### src/rtl/cmdgen_pkg.sv
// Package: shared constants and types for the command list generator.
// Assumes 32-bit command words with 16-bit count fields.
package cmdgen_pkg;
    localparam int WORD_W  = 32;
    localparam int CNT_W   = 16;
    localparam int LINE_W  = 4;
    localparam int SHIFT_W = 4;
    localparam int BEAT_W  = 3;

    localparam logic [1:0] TYPE_SINGLE = 2'd0;
    localparam logic [1:0] TYPE_BOX    = 2'd3;

    localparam logic [BEAT_W-1:0] BOX_LAST_BEAT    = 3'd5;
    localparam logic [BEAT_W-1:0] SINGLE_LAST_BEAT = 3'd3;

    typedef enum logic [1:0] {
        ST_IDLE = 2'd0,
        ST_PLAN = 2'd1,
        ST_EMIT = 2'd2
    } gen_state_e;

    typedef struct packed {
        logic              is_box;
        logic              final_cmd;
        logic              last_flag;
        logic [CNT_W-1:0]  count;
        logic [WORD_W-1:0] src;
        logic [WORD_W-1:0] dst;
    } cmd_t;
endpackage

### src/rtl/dma_cmdlist_plan.sv
// Module: dma_cmdlist_plan
// Works out the next command from the bytes still to cover: a box of whole
// bursts, a tail single, or a capped single. Purely combinational.
// Assumes LEN_W > CNT_W and that the caller holds inputs stable while planning.
module dma_cmdlist_plan
    import cmdgen_pkg::*;
#(
    parameter int LEN_W = 32
) (
    input  logic [LEN_W-1:0]   rem,
    input  logic [SHIFT_W-1:0] shift,
    input  logic               flow_ctrl,
    input  logic               first,
    input  logic               dev_to_mem,
    input  logic               last_seg,
    input  logic [WORD_W-1:0]  mem_addr,
    input  logic [WORD_W-1:0]  dev_addr,
    output logic               have_cmd,
    output cmd_t               cmd,
    output logic [LEN_W-1:0]   rem_after,
    output logic [WORD_W-1:0]  mem_next
);
    localparam logic [LEN_W-1:0] CAP = LEN_W'((64'd1 << CNT_W) - 64'd1);

    logic [LEN_W-1:0] units;
    logic [CNT_W-1:0] rows;
    logic [LEN_W-1:0] box_bytes;
    logic [CNT_W-1:0] nfc_len;
    logic [LEN_W-1:0] consumed;

    // Size candidates: whole-burst rows and the capped plain length.
    always_comb begin
        units     = rem >> shift;
        rows      = (units > CAP) ? CAP[CNT_W-1:0] : units[CNT_W-1:0];
        box_bytes = LEN_W'(rows) << shift;
        nfc_len   = (rem > CAP) ? CAP[CNT_W-1:0] : rem[CNT_W-1:0];
    end

    // Choose the command kind and how many bytes it covers.
    always_comb begin
        have_cmd   = 1'b0;
        cmd.is_box = 1'b0;
        cmd.count  = '0;
        consumed   = '0;
        if (flow_ctrl) begin
            if (units != '0) begin
                have_cmd   = 1'b1;
                cmd.is_box = 1'b1;
                cmd.count  = rows;
                consumed   = box_bytes;
            end else if (rem != '0) begin
                have_cmd  = 1'b1;
                cmd.count = rem[CNT_W-1:0];
                consumed  = rem;
            end
        end else if ((rem != '0) || first) begin
            have_cmd  = 1'b1;
            cmd.count = nfc_len;
            consumed  = LEN_W'(nfc_len);
        end
        rem_after     = rem - consumed;
        cmd.final_cmd = (rem_after == '0);
        cmd.last_flag = cmd.final_cmd & last_seg;
        cmd.src       = dev_to_mem ? dev_addr : mem_addr;
        cmd.dst       = dev_to_mem ? mem_addr : dev_addr;
        mem_next      = mem_addr + WORD_W'(consumed);
    end
endmodule

### src/rtl/dma_cmdlist_fmt.sv
// Module: dma_cmdlist_fmt
// Produces the word for a given beat of the current command and flags the
// final beat. Combinational; assumes beat stays within the command's length.
module dma_cmdlist_fmt
    import cmdgen_pkg::*;
(
    input  cmd_t               cmd,
    input  logic [BEAT_W-1:0]  beat,
    input  logic [SHIFT_W-1:0] shift,
    input  logic               dev_to_mem,
    input  logic               flow_ctrl,
    input  logic [LINE_W-1:0]  line,
    output logic [WORD_W-1:0]  word,
    output logic               last_beat
);
    logic [CNT_W-1:0]  burst16;
    logic [WORD_W-1:0] head;

    // Command word: type, request-line field by direction, last flag.
    always_comb begin
        burst16   = CNT_W'(1) << shift;
        head      = '0;
        head[31]  = cmd.last_flag;
        head[1:0] = cmd.is_box ? TYPE_BOX : TYPE_SINGLE;
        if (flow_ctrl) begin
            if (dev_to_mem) head[6:3]  = line;
            else            head[10:7] = line;
        end
    end

    // Beat multiplexer following the box or single word order.
    always_comb begin
        last_beat = (beat == (cmd.is_box ? BOX_LAST_BEAT : SINGLE_LAST_BEAT));
        case (beat)
            3'd0: word = head;
            3'd1: word = cmd.src;
            3'd2: word = cmd.dst;
            3'd3: word = cmd.is_box ? {burst16, burst16} : {{CNT_W{1'b0}}, cmd.count};
            3'd4: word = {cmd.count, cmd.count};
            3'd5: word = dev_to_mem ? '0 : {burst16, {CNT_W{1'b0}}};
            default: word = '0;
        endcase
    end
endmodule

### src/rtl/dma_cmdlist_gen.sv
// Module: dma_cmdlist_gen (top)
// Accepts one transfer request while idle and emits its command list on a
// valid/ready word stream. A plan cycle sits between commands.
// Assumes the consumer obeys valid/ready.
module dma_cmdlist_gen
    import cmdgen_pkg::*;
#(
    parameter int LEN_W = 32
) (
    input  logic               clk,
    input  logic               rst_n,
    input  logic               req_valid,
    output logic               req_ready,
    input  logic [31:0]        req_mem_addr,
    input  logic [31:0]        req_dev_addr,
    input  logic [LEN_W-1:0]   req_len,
    input  logic               req_dev_to_mem,
    input  logic [3:0]         req_burst_shift,
    input  logic               req_flow_ctrl,
    input  logic [3:0]         req_line,
    input  logic               req_last_seg,
    output logic               cmd_valid,
    input  logic               cmd_ready,
    output logic [31:0]        cmd_word,
    output logic               busy
);
    gen_state_e          state_q;
    logic [LEN_W-1:0]    rem_q;
    logic [WORD_W-1:0]   mem_q;
    logic [WORD_W-1:0]   dev_q;
    logic                d2m_q;
    logic [SHIFT_W-1:0]  shift_q;
    logic                fc_q;
    logic [LINE_W-1:0]   line_q;
    logic                last_seg_q;
    logic                first_q;
    cmd_t                cmd_q;
    logic [BEAT_W-1:0]   beat_q;

    logic                have_cmd;
    cmd_t                plan_cmd;
    logic [LEN_W-1:0]    rem_after;
    logic [WORD_W-1:0]   mem_next;
    logic                last_beat;

    dma_cmdlist_plan #(.LEN_W(LEN_W)) u_plan (
        .rem        (rem_q),
        .shift      (shift_q),
        .flow_ctrl  (fc_q),
        .first      (first_q),
        .dev_to_mem (d2m_q),
        .last_seg   (last_seg_q),
        .mem_addr   (mem_q),
        .dev_addr   (dev_q),
        .have_cmd   (have_cmd),
        .cmd        (plan_cmd),
        .rem_after  (rem_after),
        .mem_next   (mem_next)
    );

    dma_cmdlist_fmt u_fmt (
        .cmd        (cmd_q),
        .beat       (beat_q),
        .shift      (shift_q),
        .dev_to_mem (d2m_q),
        .flow_ctrl  (fc_q),
        .line       (line_q),
        .word       (cmd_word),
        .last_beat  (last_beat)
    );

    // Handshake outputs decoded from the sequencing state.
    always_comb begin
        req_ready = (state_q == ST_IDLE);
        busy      = (state_q != ST_IDLE);
        cmd_valid = (state_q == ST_EMIT);
    end

    // Sequencer: capture request, plan each command, stream its words.
    always_ff @(posedge clk) begin
        if (!rst_n) begin
            state_q    <= ST_IDLE;
            rem_q      <= '0;
            mem_q      <= '0;
            dev_q      <= '0;
            d2m_q      <= 1'b0;
            shift_q    <= '0;
            fc_q       <= 1'b0;
            line_q     <= '0;
            last_seg_q <= 1'b0;
            first_q    <= 1'b0;
            cmd_q      <= '0;
            beat_q     <= '0;
        end else begin
            case (state_q)
                ST_IDLE: begin
                    if (req_valid) begin
                        rem_q      <= req_len;
                        mem_q      <= req_mem_addr;
                        dev_q      <= req_dev_addr;
                        d2m_q      <= req_dev_to_mem;
                        shift_q    <= req_burst_shift;
                        fc_q       <= req_flow_ctrl;
                        line_q     <= req_line;
                        last_seg_q <= req_last_seg;
                        first_q    <= 1'b1;
                        state_q    <= ST_PLAN;
                    end
                end
                ST_PLAN: begin
                    if (have_cmd) begin
                        cmd_q   <= plan_cmd;
                        rem_q   <= rem_after;
                        mem_q   <= mem_next;
                        first_q <= 1'b0;
                        beat_q  <= '0;
                        state_q <= ST_EMIT;
                    end else begin
                        state_q <= ST_IDLE;
                    end
                end
                ST_EMIT: begin
                    if (cmd_ready) begin
                        if (last_beat) begin
                            state_q <= cmd_q.final_cmd ? ST_IDLE : ST_PLAN;
                        end else begin
                            beat_q <= beat_q + 1'b1;
                        end
                    end
                end
                default: state_q <= ST_IDLE;
            endcase
        end
    end

    AST_HOLD_WORD: assert property (@(posedge clk) disable iff (!rst_n)
        (cmd_valid && !cmd_ready) |=> (cmd_valid && $stable(cmd_word)));

    AST_NO_EMIT_IDLE: assert property (@(posedge clk) disable iff (!rst_n)
        cmd_valid |-> (busy && !req_ready));

    AST_LAST_ONLY_FINAL: assert property (@(posedge clk) disable iff (!rst_n)
        (cmd_valid && beat_q == '0 && cmd_word[31]) |-> (cmd_q.final_cmd && last_seg_q));

    AST_NONZERO_BOX: assert property (@(posedge clk) disable iff (!rst_n)
        (cmd_valid && cmd_q.is_box) |-> (cmd_q.count != '0));

    AST_REM_SHRINKS: assert property (@(posedge clk) disable iff (!rst_n)
        (state_q == ST_PLAN && have_cmd && plan_cmd.count != '0) |=> (rem_q < $past(rem_q)));
endmodule

### config.mk
export PLATFORM = sky130hd
export DESIGN_NAME = dma_cmdlist_gen
export DESIGN_NICKNAME = d
export VERILOG_FILES = /design/src/rtl/cmdgen_pkg.sv /design/src/rtl/dma_cmdlist_plan.sv /design/src/rtl/dma_cmdlist_fmt.sv /design/src/rtl/dma_cmdlist_gen.sv
export SDC_FILE = /design/constraint.sdc
export NUM_CORES = 1
export LEC_CHECK = 0
export BUFFER_PORTS_ARGS = -buffer_cell sky130_fd_sc_hd__clkbuf_2
export CORE_ASPECT_RATIO = 0.5
export CORE_MARGIN = 2
export CORE_UTILIZATION = 25
export CTS_CLUSTER_SIZE = 24
export DETAILED_ROUTE_END_ITERATION = 10
export PLACE_DENSITY = 0.5
export SYNTH_ARGS = -nofsm -noshare
export SYNTH_HDL_FRONTEND = slang
export SYNTH_SLANG_ARGS = --single-unit
### constraint.sdc
create_clock -name clk -period 5.45 [get_ports clk]
set_input_delay 0 -clock clk [delete_from_list [all_inputs] [get_ports clk]]
set_output_delay 0 -clock clk [all_outputs]
set_load 0.03 [all_outputs]
==> Yosys cells after proc, flatten, opt, wreduce, memory -nomap -nowiden <==
Cells that the tools add are included.
{ "op_classes": {"n_bitwise": 1, "shift": 3, "eq_ne": 13, "magnitude_cmp": 2, "add_sub_neg": 3, "n_reduce_logical": 14, "multipliers": 0, "n_mux": 45, "n_div": 0} }
{ "ops": {"columns": ["operator", "n"], "rows": [
  ["$mux W32", 11],
  ["$pmux W32 S6", 1],
  ["$pmux W32 S2", 2],
  ["$mux W16", 7],
  ["$gt A32 B16 Y1 const B", 2],
  ["$reduce_bool A32 Y1", 2],
  ["$add A32 B32 Y32", 1],
  ["$logic_not A32 Y1", 1],
  ["$shl A16 B4 Y32", 1],
  ["$shr A32 B4 Y32", 1],
  ["$sub A32 B32 Y32", 1],
  ["$shl A1 B4 Y16 const A", 1],
  ["$mux W3", 4],
  ["$mux W2", 5],
  ["$mux W1", 9],
  ["$mux W4", 2],
  ["$mux W8", 1],
  ["$eq A3 B2 Y1 const B", 2],
  ["$eq A3 B3 Y1 const B", 2],
  ["$ne A2 B2 Y1 const B", 3],
  ["$pmux W2 S3", 1],
  ["$pmux W3 S2", 1],
  ["$reduce_and A3 Y1", 2],
  ["$reduce_bool A2 Y1", 3],
  ["13 further kinds", 15]
]} }
{ "totals": {"ramBits": 0, "wordCells": 98, "latch_bits": 0, "mem_bits_ro": 0, "ff_bits": 196, "output_inout_bits": 35, "mem_count": 0} }

==> Logic depth before layout (Yosys ltp) <==
{ "depth": {"ltp_word": 9, "mapped_depth": 25, "ltp_nobuf": 21} }

==> By module <==
From an unflattened synthesis, not the netlist that was laid out.
{ "unflattened": {"cells_unflattened": 2087, "hier_area_um2": 16301.9} }
{ "modules_own_cells": {"columns": ["mod", "area_each_um2", "seq_area_each_um2", "cells_per_inst", "instances"], "rows": [
  ["dma_cmdlist_plan", 7544.7, 0.0, 1062, 1],
  ["dma_cmdlist_gen", 7285.7, 3923.8, 801, 1],
  ["dma_cmdlist_fmt", 1471.4, 0.0, 224, 1]
]} }

==> Worst setup path before layout <==
Ideal clock, no wire load.
{ "synth_path": {"kind": "reg-to-reg", "from": "reg shift_q[0]", "to": "reg rem_q[28]", "slack_ns": -0.104, "path_stages_with_launch": 24, "t_arrival_ns": 5.438, "setup_ns": 0.116, "path_buffers": 4, "cell_sequence": "dfxtp_1 > buf_6 > buf_6 > mux4_2 > mux2_2 > mux2i_4 > nand4_2 > nor4b_4 > nand3_2 > o22ai_2 > buf_6 > a21oi_1 > o211a_1 > ha_1 > clkbuf_1 > and3_1 > o211a_1 > a211oi_1 > or4_1 > a211oi_1 > o2111ai_1 > a221oi_1 > o21ai_0 > o211a_1"} }
{ "synth_via": {"elab_chain_len": 9, "word_cells_on_any_way": 14, "classes_between": "1 x add/sub; 1 x order compare; 1 x eq/ne; 2 x shift; 7 x mux; 2 x reduce/logical"} }
{ "synth_rtl": {"columns": ["item", "line_no", "rtl"], "rows": [
  ["start: declaration", "dma_cmdlist_gen.sv:32", "logic [SHIFT_W-1:0] shift_q;"],
  ["start signal: assignment", "dma_cmdlist_gen.sv:102", "shift_q <= req_burst_shift;"],
  ["$shr A32 B4 Y32", "dma_cmdlist_plan.sv:33", "units = rem >> shift;"],
  ["$gt A32 B16 Y1", "dma_cmdlist_plan.sv:34", "rows = (units > CAP) ? CAP[CNT_W-1:0] : units[CNT_W-1:0];"],
  ["$mux W16", "dma_cmdlist_plan.sv:34", null],
  ["$shl A16 B4 Y32", "dma_cmdlist_plan.sv:35", "box_bytes = LEN_W'(rows) << shift;"],
  ["$mux W32", "dma_cmdlist_plan.sv:46", "if (units != '0) begin"],
  ["$mux W32", "dma_cmdlist_plan.sv:45", "if (flow_ctrl) begin"],
  ["$sub A32 B32 Y32", "dma_cmdlist_plan.sv:61", "rem_after = rem - consumed;"],
  ["$mux W32", "dma_cmdlist_gen.sv:111", "if (have_cmd) begin"],
  ["$pmux W32 S2", "dma_cmdlist_gen.sv:95", "case (state_q)"],
  ["end signal: assignment", "dma_cmdlist_gen.sv:98", "rem_q <= req_len;"],
  ["end signal: assignment", "dma_cmdlist_gen.sv:113", "rem_q <= rem_after;"],
  ["end: declaration", "dma_cmdlist_gen.sv:28", "logic [LEN_W-1:0] rem_q;"]
]} }
Parallel ways exist; a longest one is shown, timed or not. The select of a mux whose other input is x is not followed.
A chain may end at the register's enable or synchronous reset.

==> Final worst setup path <==
{ "layout_path": {"from": "reg shift_q[0]", "to": "reg cmd_q[81] (netlist name)"} }
{ "layout_via": {"elab_chain_len": 8, "word_cells_on_any_way": 12, "classes_between": "1 x add/sub; 1 x order compare; 2 x shift; 5 x mux; 3 x reduce/logical"} }
{ "layout_rtl": {"columns": ["item", "line_no", "rtl"], "rows": [
  ["$shr A32 B4 Y32", "dma_cmdlist_plan.sv:33", null],
  ["$gt A32 B16 Y1", "dma_cmdlist_plan.sv:34", null],
  ["$mux W16", "dma_cmdlist_plan.sv:34", null],
  ["$shl A16 B4 Y32", "dma_cmdlist_plan.sv:35", null],
  ["$mux W32", "dma_cmdlist_plan.sv:46", null],
  ["$mux W32", "dma_cmdlist_plan.sv:45", null],
  ["$sub A32 B32 Y32", "dma_cmdlist_plan.sv:61", null],
  ["$logic_not A32 Y1", "dma_cmdlist_plan.sv:62", "cmd.final_cmd = (rem_after == '0);"],
  ["end signal: assignment", "dma_cmdlist_gen.sv:112", "cmd_q <= plan_cmd;"],
  ["end: declaration", "dma_cmdlist_gen.sv:37", "cmd_t cmd_q;"]
]} }
Parallel ways exist; a longest one is shown, timed or not.

==> results.md <==
- Outcome: complete, but fails checks
- Failing checks: negative setup slack
- Height of the die: 180 um
- CTS tree: yes
- CP most frequent cell: buf_4
- Worst path bufs/invs: 7
- Setup TNS: -1.27 ns
- Final net count: 2,776
- Most frequent cells in the layout: buf_4 (471), nand2_1 (222), nor2_1 (215)
- Lkg Pwr: 9.70 nW
- Worst-Skew Late Latency: 0.48 ns
- Final hold viol count: 0
- CP endpoint kind: flop
- Fillcell total: 6,273
- CP max-delay cell: mux4_2
- Total congestion overflow: 0
- Core Area: 61,300 um^2
- Design area: 23,900 um^2
- Most common cell after layout, fill and taps aside: buf_4
- Reg clk slew, reported paths: 0.08 ns
- Vias per cell: 5.39
- Share of cells above drive strength 1: 38.3%
- DP Area: 20,200 um^2
- DR DRC count: 0
- Routed length per instance: 21.8 um
- Register area: 3940 um^2
- Crit path from: shift_q[0]
- Total CTS buffers: 17
- Type of origin of the critical path: flop
- Ys Warns: 0
- Setup violations, final: 11
- Core Util, Final: 39.0%
- Syn_nets: 2,168
- Register bit total from synthesis: 196
- Rows: 64
- Placer congestion estimate: 0.961
- CP arrival: 6.10 ns
- Die area: 64,200 um^2
- Fin worst setup slack: -0.238 ns
- CTS HTree Levels: 4
- Hold Path Stages: 5
- Number of flops mapped to enable cells by yosys: 0
- Pin count of the biggest net entering global routing: 87
- Unique cell type count in the Yosys netlist: 85
- Critical path's largest stage delay: 0.51 ns
- Fin crit share: 104%
- Minimum clock period: 5.69 ns
- Pwr/cell area: 324 nW/um^2
- FMAX: 176 MHz
- Slew Limit Headroom: 28.6%
- Clock Tree Buf Depth: 2
- Num ports: 146
- Worst slew pin tran: 1.07 ns
- RSZ-0062 raised after global routing: yes
- Mean Syn Cell Area: 7.81 um^2
- Final Hold Slack: 0.0231 ns
- HP Start: req_mem_addr[14]
- Hold Path End: mem_q[14]
- MaxCap Viol Count: 0
- Worst VDD drop: 0.000230 V
- Count of input and output buffers: 145
- Critical path type: flop to flop
- Initial antenna violation count: 1
- Max-slew violation count: 0
- Vias in the first global route: 17,800
- Synth-to-layout area growth: 53.8%
- Total GRT Usage: 22.6%
- CP Data Required Time: 5.86 ns
- Total power: 7.73 mW
- Antenna fix cells: 0
- Multi-input gate area: 12,400 um^2
- R2R Path Start: shift_q[0]
- Clock Skew: 0.0164 ns
- RR Endpoint: cmd_q[81]
- Seq/Total Area, Yosys: 25.3%
- Clk root buf: clkbuf_16
- CTS sink cnt: 196
- Synth async-reset ratio: 0%
- Worst R2R Setup Slack: -0.24 ns
- Drt initial violations: 1,921
- Synthesized instance count: 1,988
- First-pass GRT wire length: 112,000 um
- DIE WIDTH: 356 um
- DR vias: 18,500
- DPL Wire Length: 56,100 um
- Total Wirelength: 74,700 um
- Router iterations before antenna repair: 8
- Synthesized area: 15,500 um^2
- Top FF cell, synth: dfxtp_1
- Cell family with most CP delay: compound AO/OA/AOI/OAI gates
- Initial core utilization: 25.3%
- Worst Hold Class: input pin to flop
- Max FO, Critical Path: 6
- Routed Antenna Nets: 0
- FF-to-FF path depth: 25
## area by class of cell
type	count	area share, %
Multi-Input combinational cell	1588	51.9
Clock buffer	19	1.81
Inverter	40	0.681
Sequential cell	196	16.5
Clock inverter	13	0.571
Timing Repair Buffer	753	24.3
Tap cell	825	4.32
## tightest hold or removal path, delay by kind of cell
| kind | cells | cell delay, ns |
|---|---|---|
| buffers and inverters | 1 | 0.11 |
| and+or+nand+nor | 2 | 0.16 |
| AOI/OAI and AO/OA | 2 | 0.19 |
## how the worst max path moves through the flow
stage                      to  slack [ns]  cells past startpoint
detailed placement  cmd_q[81]       -0.74                     23
global placement    cmd_q[80]       -0.79                     24
CTS                 cmd_q[81]       -0.13                     25
finish              cmd_q[81]       -0.24                     25
floorplan           rem_q[28]       0.008                     23
global route        cmd_q[81]       -0.45                     26
## timing repair
| action | 4_1_cts | 5_1_grt |
|---|---|---|
| endpoints found under the setup margin | 34 | 39 |
| resized for setup | 204 | 133 |
| hold buffers | 100 | 1 |
| pin swaps | 86 | 70 |
| buffers inserted | 45 | 16 |
| cloned | 3 | 0 |
| hold endpoints to repair | 102 | 1 |
## through the flow
stage	setup WS, ns	cells
2_1_floorplan	0.00801	1988
3_3_place_gp	-0.790	3247
3_5_place_dp	-0.740	3247
4_1_cts	-0.126	3425
5_1_grt	-0.449	3434
6_report	-0.238	3434
## Yosys cell counts, drive strengths merged (9+ instances only)
library cell | instances | area, um^2
nor2b | 9 | 56.3
xnor2 | 18 | 158
and2 | 24 | 150
o22ai | 15 | 100
nor4 | 16 | 106
nand2 | 237 | 892
o21ai | 121 | 606
nand2b | 10 | 62.6
dfxtp | 196 | 3920
o311ai | 12 | 105
nor2 | 222 | 833
o31ai | 9 | 67.6
o211ai | 24 | 180
nor3 | 40 | 200
o211a | 15 | 150
o221ai | 10 | 87.6
a311oi | 23 | 208
ha | 67 | 838
mux4 | 38 | 856
a22o | 16 | 140
xor2 | 13 | 114
buf | 35 | 195
mux2i | 92 | 933
o21a | 23 | 173
nand3 | 26 | 135
a21oi | 170 | 851
inv | 40 | 150
nand4 | 9 | 62.6
and3 | 14 | 87.6
or2 | 14 | 87.6
a222oi | 15 | 150
or3 | 11 | 68.8
a211oi | 105 | 793
mux2 | 22 | 248
a21o | 29 | 218
a31oi | 18 | 119
clkbuf | 129 | 484
## kinds of logic after synthesis
logic type,synth area share (%)
xor gates and xnor gates,1.75
DFF,25.3
adders and majority gates,5.66
AOI/OAI and AO/OA,30.1
buffers and inverters,5.34
and+or+nand+nor,18.8
muxes,13.1
## report_power, final
group	leakage (nW)	switching (mW)	internal, mW
registers	1.62	0.303	1.64
clock network	0.279	0.691	0.612
logic	7.81	2.27	2.22
## routing by layer
layer | GRT usage, % | wire [um] | vias up
met5 | 0 | 0 | -
met3 | 2.90 | 4030 | 109
met2 | 36.4 | 34300 | 628
met4 | 7.65 | 2530 | 0
li1 | - | - | 8677
met1 | 31.1 | 33900 | 9091
## sequential cells by signal, summed over array words and instances (netlist names)
register    flops
dev_q          32
rem_q          32
shift_q         4
last_seg_q      1
mem_q          32
beat_q          3
fc_q            1
first_q         1
state_q         2
line_q          4
d2m_q           1
cmd_q          83
Power figures use the tool's default switching activity.
